<file path="config.mk">
export PLATFORM = sky130hd
export DESIGN_NAME = fs_shift_mixer
export DESIGN_NICKNAME = d
export VERILOG_FILES = /design/src/rtl/fsmix_pkg.sv /design/src/rtl/fsmix_phase.sv /design/src/rtl/fsmix_c45.sv /design/src/rtl/fsmix_rot.sv /design/src/rtl/fs_shift_mixer.sv
export SDC_FILE = /design/constraint.sdc
export NUM_CORES = 1
export LEC_CHECK = 0
export ABC_AREA = 1
export BUFFER_PORTS_ARGS = -buffer_cell sky130_fd_sc_hd__clkbuf_2
export CORE_AREA = 2 2 185 187
export CTS_BUF_LIST = sky130_fd_sc_hd__clkbuf_8
export CTS_CLUSTER_DIAMETER = 150
export DETAILED_ROUTE_END_ITERATION = 7
export DIE_AREA = 0 0 187 189
export PLACE_DENSITY = 0.81
export SKIP_CTS_REPAIR_TIMING = 1
export SLEW_MARGIN = 20
export SYNTH_ARGS = -nofsm -noshare
export SYNTH_HDL_FRONTEND = slang
export SYNTH_SLANG_ARGS = --single-unit
</file>
<file path="constraint.sdc">
create_clock -name clk_i -period 3.78 [get_ports clk_i]
set_clock_uncertainty 0.2 [all_clocks]
set_input_delay 0.189 -clock clk_i [delete_from_list [all_inputs] [get_ports clk_i]]
set_output_delay 0.189 -clock clk_i [all_outputs]
set_load 0.01 [all_outputs]
</file>
<file path="src/rtl/fsmix_pkg.sv">
package fsmix_pkg;
  typedef enum logic [1:0] {
    MODE_BYP = 2'b00,
    MODE_QTR = 2'b01,
    MODE_OCT = 2'b10,
    MODE_RSV = 2'b11
  } shift_mode_e;

  localparam int unsigned PH_W = 3;
endpackage

</file>
<file path="src/rtl/fsmix_phase.sv">
module fsmix_phase
  import fsmix_pkg::*;
(
  input  logic            clk_i,
  input  logic            rst_ni,
  input  logic            valid_i,
  input  logic [1:0]      mode_i,
  output logic [PH_W-1:0] phase_o
);
  logic [1:0]      mode_q;
  logic [PH_W-1:0] phase_q, phase_eff, phase_d;

  // a mode change restarts the sequence in the same cycle
  assign phase_eff = (mode_i != mode_q) ? '0 : phase_q;
  assign phase_o   = phase_eff;

  always_comb begin
    phase_d = phase_eff;
    case (shift_mode_e'(mode_i))
      MODE_QTR: if (valid_i) phase_d = {1'b0, phase_eff[1:0] + 2'd1};
      MODE_OCT: if (valid_i) phase_d = phase_eff + 3'd1;
      default:  phase_d = '0;
    endcase
  end

  always_ff @(posedge clk_i or negedge rst_ni) begin
    if (!rst_ni) begin
      mode_q  <= MODE_BYP;
      phase_q <= '0;
    end else begin
      mode_q  <= mode_i;
      phase_q <= phase_d;
    end
  end

  assert_qtr_range_R7: assert property (@(posedge clk_i) disable iff (!rst_ni)
    (mode_q == MODE_QTR) |-> !phase_q[2]);

  assert_hold_idle_R7: assert property (@(posedge clk_i) disable iff (!rst_ni)
    (!valid_i && mode_i == mode_q) |=> $stable(phase_q));

  assert_restart_idle_R8: assert property (@(posedge clk_i) disable iff (!rst_ni)
    (!valid_i && mode_i != mode_q) |=> phase_q == '0);

  assert_restart_valid_R8: assert property (@(posedge clk_i) disable iff (!rst_ni)
    (valid_i && mode_i != mode_q && (mode_i == MODE_QTR || mode_i == MODE_OCT))
    |=> phase_q == 3'd1);
endmodule

</file>
<file path="src/rtl/fsmix_c45.sv">
module fsmix_c45 #(
  parameter int unsigned IN_W   = 17,
  parameter int unsigned COEF_W = 16
) (
  input  logic signed [IN_W-1:0] x_i,
  output logic signed [IN_W-1:0] y_o
);
  localparam int unsigned SH = COEF_W - 1;
  localparam int unsigned PW = IN_W + COEF_W;
  localparam logic signed [COEF_W-1:0] C45 =
    COEF_W'(int'(0.7071067811865476 * (2.0 ** SH)));
  localparam logic signed [PW-1:0] HALF = PW'(1) << (SH - 1);

  logic signed [PW-1:0] prod, rnd;

  assign prod = PW'(x_i) * PW'(C45);
  assign rnd  = prod + HALF;
  // |x * 0.707| stays inside IN_W bits
  assign y_o  = IN_W'(rnd >>> SH);
endmodule

</file>
<file path="src/rtl/fsmix_rot.sv">
module fsmix_rot
  import fsmix_pkg::*;
#(
  parameter int unsigned DATA_W = 16,
  parameter int unsigned COEF_W = 16
) (
  input  logic signed [DATA_W-1:0] a_i,
  input  logic signed [DATA_W-1:0] b_i,
  input  logic [PH_W-1:0]          phase_i,
  input  logic [1:0]               mode_i,
  input  logic                     neg_i,
  input  logic                     real_i,
  output logic signed [DATA_W-1:0] a_o,
  output logic signed [DATA_W-1:0] b_o
);
  localparam int unsigned SW = DATA_W + 1;
  localparam int unsigned RW = DATA_W + 2;
  localparam logic signed [RW-1:0] MAXV = {3'b000, {(DATA_W-1){1'b1}}};
  localparam logic signed [RW-1:0] MINV = {3'b111, {(DATA_W-1){1'b0}}};

  logic signed [SW-1:0] ae, be, sum_ab, dif_ab, dif_ba;
  logic signed [SW-1:0] op [2];
  logic signed [SW-1:0] sc [2];
  logic signed [RW-1:0] p0, p1, r0, r1;
  logic                 active, odd;
  logic [1:0]           q, qd;

  assign ae     = SW'(a_i);
  assign be     = SW'(b_i);
  assign sum_ab = ae + be;
  assign dif_ab = ae - be;
  assign dif_ba = be - ae;

  assign active = (mode_i == MODE_QTR) || (mode_i == MODE_OCT);
  assign odd    = (mode_i == MODE_OCT) && phase_i[0];
  assign q      = (mode_i == MODE_OCT) ? phase_i[2:1] : phase_i[1:0];
  assign qd     = neg_i ? 2'(2'd0 - q) : q;

  // 45-degree pre-step operands; real mode scales each channel alone
  always_comb begin
    op[0] = real_i ? ae : (neg_i ? sum_ab : dif_ab);
    op[1] = real_i ? be : (neg_i ? dif_ba : sum_ab);
  end

  for (genvar g = 0; g < 2; g++) begin : g_lane
    fsmix_c45 #(.IN_W(SW), .COEF_W(COEF_W)) u_c45 (
      .x_i(op[g]),
      .y_o(sc[g])
    );
  end

  assign p0 = RW'(odd ? sc[0] : ae);
  assign p1 = RW'(odd ? sc[1] : be);

  always_comb begin
    r0 = p0;
    r1 = p1;
    if (!active) begin
      r0 = RW'(ae);
      r1 = RW'(be);
    end else if (real_i) begin
      if (odd) begin
        if (q == 2'd1 || q == 2'd2) begin
          r0 = -p0;
          r1 = -p1;
        end
      end else begin
        case (q)
          2'd0:    ;
          2'd2:    begin r0 = -p0; r1 = -p1; end
          default: begin r0 = '0;  r1 = '0;  end
        endcase
      end
    end else begin
      case (qd)
        2'd0: begin r0 = p0;  r1 = p1;  end
        2'd1: begin r0 = -p1; r1 = p0;  end
        2'd2: begin r0 = -p0; r1 = -p1; end
        2'd3: begin r0 = p1;  r1 = -p0; end
      endcase
    end
  end

  function automatic logic signed [DATA_W-1:0] sat(input logic signed [RW-1:0] v);
    logic signed [RW-1:0] c;
    c = (v > MAXV) ? MAXV : ((v < MINV) ? MINV : v);
    return DATA_W'(c);
  endfunction

  assign a_o = sat(r0);
  assign b_o = sat(r1);
endmodule

</file>
<file path="src/rtl/fs_shift_mixer.sv">
module fs_shift_mixer
  import fsmix_pkg::*;
#(
  parameter int unsigned DATA_W = 16,
  parameter int unsigned COEF_W = 16
) (
  input  logic                     clk_i,
  input  logic                     rst_ni,
  input  logic                     valid_i,
  input  logic [1:0]               mode_i,
  input  logic                     neg_i,
  input  logic                     real_i,
  input  logic signed [DATA_W-1:0] ch_a_i,
  input  logic signed [DATA_W-1:0] ch_b_i,
  output logic                     valid_o,
  output logic signed [DATA_W-1:0] ch_a_o,
  output logic signed [DATA_W-1:0] ch_b_o
);
  logic [PH_W-1:0]          phase_used;
  logic signed [DATA_W-1:0] mix_a, mix_b;

  fsmix_phase u_phase (
    .clk_i  (clk_i),
    .rst_ni (rst_ni),
    .valid_i(valid_i),
    .mode_i (mode_i),
    .phase_o(phase_used)
  );

  fsmix_rot #(.DATA_W(DATA_W), .COEF_W(COEF_W)) u_rot (
    .a_i    (ch_a_i),
    .b_i    (ch_b_i),
    .phase_i(phase_used),
    .mode_i (mode_i),
    .neg_i  (neg_i),
    .real_i (real_i),
    .a_o    (mix_a),
    .b_o    (mix_b)
  );

  always_ff @(posedge clk_i or negedge rst_ni) begin
    if (!rst_ni) begin
      valid_o <= 1'b0;
      ch_a_o  <= '0;
      ch_b_o  <= '0;
    end else begin
      valid_o <= valid_i;
      if (valid_i) begin
        ch_a_o <= mix_a;
        ch_b_o <= mix_b;
      end
    end
  end

  assert_bypass_R1: assert property (@(posedge clk_i) disable iff (!rst_ni)
    (valid_o && ($past(mode_i) == MODE_BYP || $past(mode_i) == MODE_RSV))
    |-> (ch_a_o == $past(ch_a_i) && ch_b_o == $past(ch_b_i)));

  assert_hold_R2: assert property (@(posedge clk_i) disable iff (!rst_ni)
    !$past(valid_i) |-> ($stable(ch_a_o) && $stable(ch_b_o) && !valid_o));

  assert_real_zero_R6: assert property (@(posedge clk_i) disable iff (!rst_ni)
    (valid_o && $past(real_i && mode_i == MODE_QTR && phase_used[0]))
    |-> (ch_a_o == '0 && ch_b_o == '0));
endmodule

</file>
==> run summary <==
Syn. warnings: 0
post-synthesis sequential area ratio: 5.28%
Critical Path RT: 3.75 ns
Die Span X: 187 um
status: finished with violations
Tmin final: 8.64 ns
initial drt markers: 2484
final hold violation count: 0
fmax: 116 MHz
Worst path slowest cell: fa_1
# nets final: 3843
CTS Buf Count: 5
global-route usage over all layers: 40.6%
RSZ-0062 raised after global routing: yes
vias per cell: 5.85
Post-synth EDFFs: 0
largest net degree at the start of global routing: 64
Post-Syn Nets: 3194
Starting Density: 54.2%
area grow syn2layout: 43.0%
CTS tree: built
Setup WS post-layout: -4.86 ns
Post-Syn Instances: 2743
CP peak stage delay: 0.51 ns
#FFs+latches synth: 38
hold_ws: 0.226 ns
Max-Cap Viols: 0
clk_lat worst skew: 0.30 ns
antenna-violating nets left: 0
R2R depth: 24
Die Y: 189 um
Row Count: 67
DP Wirelength: 60.5 mm
aggregate global routing overflow: 0
Distinct cells, synth: 65
Setup crit start kind: input pin
failing checks: negative setup slack
vias in the first global route: 21600
post-layout util: 77.4%
Async SR Flop Fraction: 100%
Syn Std Cell Area: 18000 um2
critical path's most frequent cell: nand2_2
ys flop type: dfrtp_1
CTS H-tree lvls: 2
drt pass-1 iters: 7
average wire per standard cell: 20.4 um
cell count of the worst hold path: 6
final worst-path cycle share: 229%
core area: 33300 um2
overall routed net length: 78.5 mm
antenna violations before repair: 1
Slew @ Worst Pin: 0.926 ns
CTS sink cnt: 38
Setup Crit Path Kind: input pin to flip-flop
Worst-path clk slew: 0.07 ns
layout cells sized above 1: 38.0%
CP max FO: 8
final RePlAce weighted congestion: 1.07
vias post-DR: 22500
Root Buffer: clkbuf_8
worst hold path type: input pin to flip-flop
Slew HR: 38.3%
PortBufs: 71
first-pass GRT wire length: 114 mm
syn avg cell area: 6.57 um2
max-slew violations: 0
CP endpoint kind: flip-flop
drc violations: 0
Worst EP arrival: 8.61 ns
Die Area: 35300 um2
# IOs: 72
Setup-failing EPs final: 32
maximum clock insertion buffer count: 2
==> cells in the final DEF (no fill, tap or decap), drive strengths merged, types with 45 or more instances in the layout <==
cell type  netlist  layout
ha             287     287
xor2            45      45
clkbuf          52      74
fa             125     125
a21oi          190     190
o21ai          210     210
buf             33     654
inv            420     419
nor2           236     236
nand3          190     190
nand2          721     723
==> worst paths after layout <==
path / endpoint / start / slack, ns
hold reg to reg: ch_b_o[15] / ch_b_o[15] / 0.32
setup / recovery: ch_a_o[7] / ch_a_i[1] / -4.86
max in group asynchronous: ch_b_o[6] / rst_ni / 2.44
setup reg to reg: ch_b_o[6] / u_phase.mode_q[1] / -0.43
hold / removal: ch_a_o[2] / ch_a_i[2] / 0.23
min in group asynchronous: ch_b_o[12] / rst_ni / 0.37
==> worst max-delay path: cells and delay by family <==
family,cells,cell delay (ns)
adders and majority gates,8,3.02
and+or+nand+nor,21,2.23
AOI/OAI and AO/OA,12,1.91
buffers and inverters,9,1.02
xor gates and xnor gates,1,0.19
==> per-stage QoR <==
step	cells	setup slack (ns)	area, um2	setup TNS (ns)
2_1_floorplan	2743	-3.83	18700	-120.30
3_3_place_gp	3787	-5.32	23900	-169.07
3_5_place_dp	3787	-5.47	23900	-172.68
4_1_cts	3795	-5.22	24000	-164.19
5_1_grt	3842	-5.31	25800	-167.26
6_report	3842	-4.86	25800	-153.48
==> cells in the mapped netlist (all sizes together), types with 8 or more instances <==
library cell	instances	area share, %
nor3	16	0.44
fa	125	14
ha	287	20
o221ai	22	1.1
nor4	9	0.31
buf	33	1.1
dfrtp	38	5.3
nand3	190	6.1
o21ai	210	5.9
nand2	721	16
xnor2	9	0.44
a31oi	13	0.45
nor2	236	5.7
xor2	45	2.3
nand3b	10	0.42
o211ai	17	0.71
clkbuf	52	1.1
a21oi	190	5.9
inv	420	8.7
o22ai	11	0.38
o21bai	8	0.33
nand4	27	1.1
==> state kept, by name, summed over array words and instances (netlist names) <==
name and cells:
ch_a_o 16, u_phase.mode_q 2, ch_b_o 16, u_phase.phase_q 3
valid_o 1
==> cells by family after synthesis <==
logic type               Yosys count  synth area share (%)
adder cells (fa/ha/maj)          412                  33.8
buffers and inverters            511                  11.1
AND/OR/NAND/NOR                 1218                  30.6
XOR/XNOR                          54                  2.77
flip-flops                        38                  5.28
AO/OA/AOI/OAI                    510                  16.5
==> layout make-up <==
type / instances / area, um2
multi-input cells: 2196 / 17100
fillers: 2396 / 7510
repair buffers: 725 / 5470
inverters: 426 / 1630
flip-flops and latches: 38 / 951
well taps: 448 / 561
clock buffers: 6 / 82.6
clock inverters: 2 / 12.5
diodes: 1 / 2.50
==> layer usage <==
metal	wire length [um]	track usage [%]
met1	30400	53.2
met2	35100	66.5
met3	7940	5.84
met4	5050	18.6
met5	0	0
Power is left out: the tool's default activity adds up to more than one toggle a clock period on the data nets, which glitch-free logic cannot reach.
